$ cat src/rtl/svl_pkg.sv
package svl_pkg;
  typedef enum logic {ST_IDLE, ST_BUSY} svl_state_e;
  localparam int unsigned MIN_STRIDE = 2;
endpackage

$ cat src/rtl/svl_addr_gen.sv
module svl_addr_gen #(
  parameter int unsigned AW = 32,
  parameter int unsigned TW = 3
) (
  input  logic [AW-1:0] base_i,
  input  logic [2:0]    stride_i,
  input  logic          wide_i,
  input  logic [TW-1:0] idx_i,
  output logic [AW-1:0] addr_o
);
  localparam int unsigned PW = TW + 3;
  logic [PW-1:0] elem_off;
  logic [PW+2:0] byte_off;

  always_comb begin
    elem_off = PW'(idx_i) * PW'(stride_i);
    byte_off = wide_i ? {elem_off, 3'b000} : {1'b0, elem_off, 2'b00};
    addr_o   = base_i + AW'(byte_off);
  end
endmodule

$ cat src/rtl/svl_lane_track.sv
module svl_lane_track #(
  parameter int unsigned LANES = 8,
  parameter int unsigned TW    = 3
) (
  input  logic          clk_i,
  input  logic          rst_ni,
  input  logic          start_i,
  input  logic          wide_i,
  input  logic          issue_i,
  input  logic          ret_i,
  input  logic [TW-1:0] ret_tag_i,
  output logic [TW-1:0] issue_idx_o,
  output logic          all_issued_o,
  output logic          last_ret_o
);
  logic [TW:0]      cnt_q;
  logic [LANES-1:0] ret_q, ret_nxt, need;
  logic [TW:0]      n_lanes;

  always_comb begin
    n_lanes = wide_i ? (TW+1)'(LANES/2) : (TW+1)'(LANES);
    need    = wide_i ? {{(LANES/2){1'b0}}, {(LANES/2){1'b1}}} : {LANES{1'b1}};
    ret_nxt = ret_q;
    if (ret_i) ret_nxt[ret_tag_i] = 1'b1;
  end

  assign issue_idx_o  = cnt_q[TW-1:0];
  assign all_issued_o = (cnt_q == n_lanes);
  assign last_ret_o   = ret_i && ((ret_nxt & need) == need);

  always_ff @(posedge clk_i or negedge rst_ni) begin
    if (!rst_ni) begin
      cnt_q <= '0;
      ret_q <= '0;
    end else if (start_i) begin
      cnt_q <= '0;
      ret_q <= '0;
    end else begin
      if (issue_i) cnt_q <= cnt_q + 1'b1;
      ret_q <= ret_nxt;
    end
  end

  p_cnt_bound_r3: assert property (@(posedge clk_i) disable iff (!rst_ni)
    cnt_q <= n_lanes);
  p_issue_bound_r3: assert property (@(posedge clk_i) disable iff (!rst_ni)
    issue_i |-> !all_issued_o);
endmodule

$ cat src/rtl/svl_vreg_image.sv
module svl_vreg_image #(
  parameter int unsigned VLEN = 256,
  parameter int unsigned TW   = 3
) (
  input  logic            clk_i,
  input  logic            rst_ni,
  input  logic            wr_i,
  input  logic            wide_i,
  input  logic [TW-1:0]   tag_i,
  input  logic [63:0]     data_i,
  output logic [VLEN-1:0] img_o
);
  localparam int unsigned SLOTS = VLEN / 32;
  logic [VLEN-1:0] img_q;

  for (genvar j = 0; j < SLOTS; j++) begin : g_slot
    logic hit;
    logic [31:0] wval;
    always_comb begin
      hit  = wide_i ? (32'(tag_i) == j / 2) : (32'(tag_i) == j);
      wval = (wide_i && (j % 2 == 1)) ? data_i[63:32] : data_i[31:0];
    end
    always_ff @(posedge clk_i or negedge rst_ni) begin
      if (!rst_ni)          img_q[j*32 +: 32] <= '0;
      else if (wr_i && hit) img_q[j*32 +: 32] <= wval;
    end
  end

  assign img_o = img_q;

  p_vreg_hold_r7: assert property (@(posedge clk_i) disable iff (!rst_ni)
    !wr_i |=> $stable(img_q));
endmodule

$ cat src/rtl/strided_vec_lsu.sv
module strided_vec_lsu
  import svl_pkg::*;
#(
  parameter int unsigned AW   = 32,
  parameter int unsigned VLEN = 256
) (
  input  logic            clk_i,
  input  logic            rst_ni,
  input  logic            cmd_valid_i,
  output logic            cmd_ready_o,
  input  logic            cmd_store_i,
  input  logic            cmd_wide_i,
  input  logic [2:0]      cmd_stride_i,
  input  logic [AW-1:0]   cmd_base_i,
  input  logic [VLEN-1:0] cmd_wdata_i,
  output logic            req_valid_o,
  input  logic            req_ready_i,
  output logic [AW-1:0]   req_addr_o,
  output logic [2:0]      req_tag_o,
  output logic            req_we_o,
  output logic            req_wide_o,
  output logic [63:0]     req_wdata_o,
  input  logic            rsp_valid_i,
  input  logic [2:0]      rsp_tag_i,
  input  logic [63:0]     rsp_data_i,
  output logic [VLEN-1:0] vreg_o,
  output logic            done_o,
  output logic            err_o
);
  localparam int unsigned LANES = VLEN / 32;
  localparam int unsigned TW    = $clog2(LANES);

  svl_state_e      state_q;
  logic            store_q, wide_q;
  logic [2:0]      stride_q;
  logic [AW-1:0]   base_q;
  logic [VLEN-1:0] wdata_q;
  logic            done_q, err_q;

  logic cmd_fire, legal, start, req_fire, rsp_take, finish;
  logic [TW-1:0] issue_idx;
  logic all_issued, last_ret;

  assign cmd_ready_o = (state_q == ST_IDLE);
  assign cmd_fire    = cmd_valid_i && cmd_ready_o;
  assign legal       = 32'(cmd_stride_i) >= MIN_STRIDE;
  assign start       = cmd_fire && legal;
  assign req_valid_o = (state_q == ST_BUSY) && !all_issued;
  assign req_fire    = req_valid_o && req_ready_i;
  assign rsp_take    = (state_q == ST_BUSY) && rsp_valid_i;
  assign finish      = rsp_take && last_ret;

  always_ff @(posedge clk_i or negedge rst_ni) begin
    if (!rst_ni) begin
      state_q  <= ST_IDLE;
      store_q  <= 1'b0;
      wide_q   <= 1'b0;
      stride_q <= '0;
      base_q   <= '0;
      wdata_q  <= '0;
      done_q   <= 1'b0;
      err_q    <= 1'b0;
    end else begin
      done_q <= finish;
      err_q  <= cmd_fire && !legal;
      if (start) begin
        state_q  <= ST_BUSY;
        store_q  <= cmd_store_i;
        wide_q   <= cmd_wide_i;
        stride_q <= cmd_stride_i;
        base_q   <= cmd_base_i;
        wdata_q  <= cmd_wdata_i;
      end else if (finish) begin
        state_q <= ST_IDLE;
      end
    end
  end

  svl_lane_track #(.LANES(LANES), .TW(TW)) u_track (
    .clk_i       (clk_i),
    .rst_ni      (rst_ni),
    .start_i     (start),
    .wide_i      (wide_q),
    .issue_i     (req_fire),
    .ret_i       (rsp_take),
    .ret_tag_i   (rsp_tag_i[TW-1:0]),
    .issue_idx_o (issue_idx),
    .all_issued_o(all_issued),
    .last_ret_o  (last_ret)
  );

  svl_addr_gen #(.AW(AW), .TW(TW)) u_addr (
    .base_i  (base_q),
    .stride_i(stride_q),
    .wide_i  (wide_q),
    .idx_i   (issue_idx),
    .addr_o  (req_addr_o)
  );

  svl_vreg_image #(.VLEN(VLEN), .TW(TW)) u_img (
    .clk_i (clk_i),
    .rst_ni(rst_ni),
    .wr_i  (rsp_take && !store_q),
    .wide_i(wide_q),
    .tag_i (rsp_tag_i[TW-1:0]),
    .data_i(rsp_data_i),
    .img_o (vreg_o)
  );

  always_comb begin
    req_tag_o  = 3'(issue_idx);
    req_we_o   = store_q;
    req_wide_o = wide_q;
    if (wide_q) req_wdata_o = wdata_q[{issue_idx[TW-2:0], 6'd0} +: 64];
    else        req_wdata_o = {32'd0, wdata_q[{issue_idx, 5'd0} +: 32]};
  end

  assign done_o = done_q;
  assign err_o  = err_q;

  p_req_hold_r5: assert property (@(posedge clk_i) disable iff (!rst_ni)
    req_valid_o && !req_ready_i |=> req_valid_o && $stable(req_addr_o)
      && $stable(req_tag_o) && $stable(req_wdata_o));
  p_err_idle_r4: assert property (@(posedge clk_i) disable iff (!rst_ni)
    err_o |-> cmd_ready_o && !req_valid_o);
  p_done_pulse_r8: assert property (@(posedge clk_i) disable iff (!rst_ni)
    done_o |=> !done_o);
  p_busy_block_r10: assert property (@(posedge clk_i) disable iff (!rst_ni)
    req_valid_o |-> !cmd_ready_o);
endmodule

$ cat config.mk
export PLATFORM = sky130hd
export DESIGN_NAME = strided_vec_lsu
export DESIGN_NICKNAME = d
export VERILOG_FILES = /design/src/rtl/svl_pkg.sv /design/src/rtl/svl_addr_gen.sv /design/src/rtl/svl_lane_track.sv /design/src/rtl/svl_vreg_image.sv /design/src/rtl/strided_vec_lsu.sv
export SDC_FILE = /design/constraint.sdc
export NUM_CORES = 1
export LEC_CHECK = 0
export BUFFER_PORTS_ARGS = -buffer_cell sky130_fd_sc_hd__buf_2
export CAP_MARGIN = 25
export CELL_PAD_IN_SITES_DETAIL_PLACEMENT = 1
export CELL_PAD_IN_SITES_GLOBAL_PLACEMENT = 2
export CORE_AREA = 2 2 285 287
export CTS_CLUSTER_DIAMETER = 40
export CTS_CLUSTER_SIZE = 10
export DETAILED_ROUTE_END_ITERATION = 7
export DIE_AREA = 0 0 287 289
export HOLD_SLACK_MARGIN = 0.1
export MAX_ROUTING_LAYER = met4
export PLACE_DENSITY = 0.78
export SLEW_MARGIN = 20
export SYNTH_ARGS = -nofsm -noshare
export SYNTH_HDL_FRONTEND = slang
export SYNTH_HIERARCHICAL = 1
export SYNTH_SLANG_ARGS = --single-unit
$ cat constraint.sdc
create_clock -name clk_i -period 10.4 [get_ports clk_i]
set_input_delay 2.08 -clock clk_i [delete_from_list [all_inputs] [get_ports clk_i]]
set_output_delay 2.08 -clock clk_i [all_outputs]
set_load 0.02 [all_outputs]
# == Word level (Yosys, flattened, before mapping) ==
# Cells that the tools add are included.
# Widths: inputs -> output; s select.
# op_classes
reduce_logical,24
n_lt_le_gt_ge,3
mul,1
shift,2
eq_ne,9
n_bitwise,3
n_addsub,2
mux,20
# ops
op,n
$shiftx 256x9->32,1
$shiftx 256x9->64,1
$mux 64,1
$add 32x9->32,1
$mux 32,1
$mux 8,3
$logic_and 1x1->1,18
$eq 3x3->1 const B,4
$mux 4,3
$mux 1,10
$mux 9,1
$and 8x8->8,1
$eq 8x8->1,1
$or 8x8->8,1
$eq 3x2->1 const B,2
$mul 3x3->6,1
$add 4x1->4 const B,1
$eq 4x4->1,1
$lt 3x4->1 const B,1
$reduce_bool 2->1,2
$demux 1 s3,1
$eq 3x1->1 const B,1
$ge 3x1->1 const B,1
$ge 3x2->1 const B,1
other kinds (3),5
# totals
out_inout_bits,361
regBits,564
input_bits,365
elab_cells,82

# == Longest topological paths before layout ==
# logic_depth
ltp_word,12
ltp_mapped,15
mapped_depth_nobuf,13

# == By module ==
# Netlist, hierarchy kept.
# modules_own_cells
module,instances,cells_each,area_each_um2,seq_area_each_um2
strided_vec_lsu,1,1042,15566.2,7407.1
svl_vreg_image,1,596,10048.4,6406.1
svl_addr_gen,1,140,1089.8,0.0
svl_lane_track,1,68,668.1,300.3

# == Least setup slack after synthesis ==
# OpenSTA, ideal clock, no wires.
# synth_timing
path_type,register to output
from,register u_track.cnt_q[2]
to,output port req_addr_o[19]
arrival_time_ns,3.538
stages_incl_launch_ff,14
required_ns,8.320
n_path_buf,2
slack_ns,4.782
path_cell_list,dfrtp_1 > buf_4 > nand2_1 > fa_1 > inv_1 > ha_1 > fa_1 > mux2_2 > ha_1 > o211ai_1 > o211ai_1 > buf_4 > nand4_1 > xnor2_1
# synth_via
elab_chain_len,3
# synth_rtl
item,line,source
start: declaration,svl_lane_track.sv:16,logic [TW:0] cnt_q;
start signal: assignment,svl_lane_track.sv:39,if (issue_i) cnt_q <= cnt_q + 1'b1;
$mul 3x3->6,svl_addr_gen.sv:16,elem_off = PW'(idx_i) * PW'(stride_i);
$mux 9,svl_addr_gen.sv:17,"byte_off = wide_i ? {elem_off, 3'b000} : {1'b0, elem_off, 2'b00};"
$add 32x9->32,svl_addr_gen.sv:18,addr_o = base_i + AW'(byte_off);
end: declaration,strided_vec_lsu.sv:18,"output logic [AW-1:0] req_addr_o,"
# Every way passes these cells.

# == Worst setup path after layout ==
# layout_timing
from,register u_track.cnt_q[1]
to,output port req_addr_o[31]
# The elaborated chain is that of the path after synthesis.

==> metrics.md <==
| Metric | Value |
|---|---|
| R2R setup slack | 7.24 ns |
| Synthesized Nets | 2228 |
| Post-cts sizing count | 0 |
| Std-Cell Core Area | 0.07990 sq mm |
| Power Density | 385.9 mW/mm^2 |
| Status | complete, no violations |
| Placer Congestion | 0.8819 |
| Worst Path Required | 8.32 ns |
| Setup crit end kind | primary output |
| Final net count | 2961 |
| CTS tree | built |
| Tmin final | 7.737 ns |
| Residual DRC | 0 |
| Vias | 19196 |
| Crit path largest cell delay | 0.87 ns |
| Setup Viol. Count Final | 0 |
| DR vias/cell | 5.097 |
| Worst path cell trace | buf_4 -> and2_1 -> ha_1 -> ha_1 -> fa_1 -> mux2_2 -> ha_1 -> o211ai_1 -> o211ai_1 -> and4bb_1 -> xor2_1 -> buf_2 |
| Routed length per instance | 25.18 microns |
| Final Instance Area | 0.03540 sq mm |
| IO Count | 726 |
| Die Y-Extent | 289 microns |
| Final Cycle Share | 74.40% |
| Critical Path AT | 5.66 ns |
| WL final | 94820 microns |
| Die X | 287 microns |
| Grt total ovfl | 0 |
| FILL cells | 8365 |
| Startpoint Class | flip-flop |
| Leakage | 0.01633 uW |
| Slew Viols, Final | 0 |
| Seq cells post-synth | 564 |
| First-pass DRT Iterations | 4 |
| Post-synth EDFFs | 0 |
| Clock sink count | 564 |
| Placed instance area | 0.03150 sq mm |
| Post-Syn Area | 0.02737 sq mm |
| Top cells by count, synth | mux2_2 (572), dfrtp_1 (564), mux2i_1 (125), o22ai_1 (62), buf_2 (49) |
| CP bufs+invs | 2 |
| Clock transition at path regs | 0.06 ns |
| Ranking of synthesized cells by area | dfrtp_1 (52%), mux2_2 (24%), mux2i_1 (4.6%), mux4_2 (3.8%), mux4_1 (1.9%) |
| Unrepaired setup endpoints after global routing | no |
| Post-CTS Setup Repair Bufs | 0 |
| Die area | 0.08294 sq mm |
| Syn Inst Count | 1846 |
| H-tree depth | 3 |
| Setup TNS | 0 ns |
| Fin. Hold Viols | 0 |
| Max Cap Viol | 0 |
| Hold slack | 0.4922 ns |
| Synth area leader | dfrtp_1 |
| Async S/R FF share, synth | 100.0% |
| Port Buffer Count | 725 |
| Top-area cell type share of the netlist area | 51.56% |
| Clock Skew | 0.04923 ns |
| CP delay by family, top | adder cells |
| Hold_buf cts | 0 |
| Hold Crit Class | flip-flop to flip-flop |
| Worst vdd ir | 191.9 uV |
| Starting density of the core | 34.26% |
| Share of cells above drive strength 1 | 59.46% |
| Overall routing resource usage | 22.90% |
| Worst Tran Pin Value | 1.038 ns |
| Area growth from synthesis to final layout | 29.33% |
| Sequential area share after synthesis | 51.56% |
| Number of buffers created by CTS | 106 |
| Synth Area per Inst | 14.83 sq um |
| Post-DP HPWL | 67530 microns |
| DRT antenna net count | 0 |
| Achievable Freq | 129.2 MHz |
| PnR Total Power | 13660 uW |
| Synth warn | 6 |
| First-pass GRT wire length | 138800 microns |
| Critical Path Fanout Max | 58 |
| Site Rows | 104 |
| Top cell by count, worst path | ha_1 |
| DRT iter0 DRCs | 695 |
| Antenna violations before repair | 44 |
| CP max stage cell | dfrtp_4 |
| Vias in the first global route | 21415 |
| Critical Setup Path Class | flip-flop to primary output |
| Cell variety after synth | 65 |
| Clock latency on the worst-skew pair | 0.67 ns |
| Pin count of the biggest net entering global routing | 167 |
| Worst relative slew slack | 30.81% |
| Main synth FF type | dfrtp_1 |
| Clk root buf | clkbuf_16 |
| Clk buf depth | 3 |
| Most instantiated library cell after synthesis | mux2_2 |
-- per-stage QoR --
step / util [%] / setup WS, ns / std cells
after global placement: 39.37 / 3.530 / 3528
after global routing: 44.29 / 2.306 / 3760
final: 44.31 / 2.663 / 3766
after floorplan: - / 4.782 / 1846
after detailed placement: 39.43 / 3.359 / 3530
after CTS: 44.14 / 2.637 / 3723
-- area by class of cell --
type                    instances  area, sq um  area share (%)
flip-flops and latches        564        14120           39.90
multi-input cells            1146        12110           34.22
repair buffers                752         3931           11.11
clock buffers                 124         2800           7.910
well taps                    1060         1326           3.747
clock inverters                69        964.7           2.725
diodes                         42        105.1          0.2969
inverters                       9        33.78         0.09543
-- sequential cells by signal (all words and copies together) (netlist names) --
| name | cells |
|---|---|
| base_q | 32 |
| done_o | 1 |
| err_o | 1 |
| req_we_o | 1 |
| req_wide_o | 1 |
| state_q | 1 |
| stride_q | 3 |
| u_img/img_o | 256 |
| u_track/cnt_q | 4 |
| u_track/ret_q | 8 |
| wdata_q | 256 |
-- final timing paths --
path	start	endpoint	cells after the start
setup / recovery	u_track/cnt_q[1]$_DFFE_PN0P_	req_addr_o[31]	12
hold / removal	u_img/img_o[155]$_DFFE_PN0P_	u_img/img_o[155]$_DFFE_PN0P_	1
setup reg to reg	state_q$_DFFE_PN0P_	wdata_q[44]$_DFFE_PN0P_	5
hold reg to reg	u_img/img_o[155]$_DFFE_PN0P_	u_img/img_o[155]$_DFFE_PN0P_	1
max in group asynchronous	rst_ni	u_img/img_o[88]$_DFFE_PN0P_	3
min in group asynchronous	rst_ni	wdata_q[234]$_DFFE_PN0P_	1
-- metal layers --
| metal | track usage [%] | wire, microns | vias up |
|---|---|---|---|
| met2 | 38.25 | 47790 | 668 |
| met1 | 25.32 | 36120 | 9975 |
| met5 | - | 0 | - |
| li1 | - | - | 8406 |
| met4 | 8.216 | 2903 | 0 |
| met3 | 8.000 | 8006 | 147 |
-- cells in the final DEF, fill, tap and decap left out, types with 8 or more instances in the layout --
master,count
clkbuf_8,8
buf_2,724
clkinvlp_4,11
inv_1,9
clkinv_4,12
mux2_2,572
ha_1,14
clkbuf_16,106
mux2_1,11
xnor2_1,27
nand2_1,18
nand3_1,10
and2_1,44
inv_6,12
mux4_2,46
nand2b_1,32
mux2i_1,125
o22ai_1,62
diode_2,42
a21oi_1,9
xor2_1,8
bufinv_16,14
clkbuf_1,10
dfrtp_1,561
mux4_1,20
o31a_1,31
buf_4,21
nand4_1,14
clkinv_2,13
nor2_1,19
-- cells by family after synthesis --
| group | share of synthesized area (%) |
|---|---|
| flops | 51.56 |
| mux | 34.26 |
| compound gates | 3.620 |
| simple gates | 4.237 |
| fa+ha+maj | 0.8594 |
| buf+inv | 4.342 |
| xor+xnor | 1.120 |
-- power breakdown --
| group | switching [uW] | internal (uW) |
|---|---|---|
| registers | 906 | 3300 |
| logic | 3220 | 2660 |
| clock network | 1270 | 2300 |
Note: power is estimated with default switching activity, not from simulation.
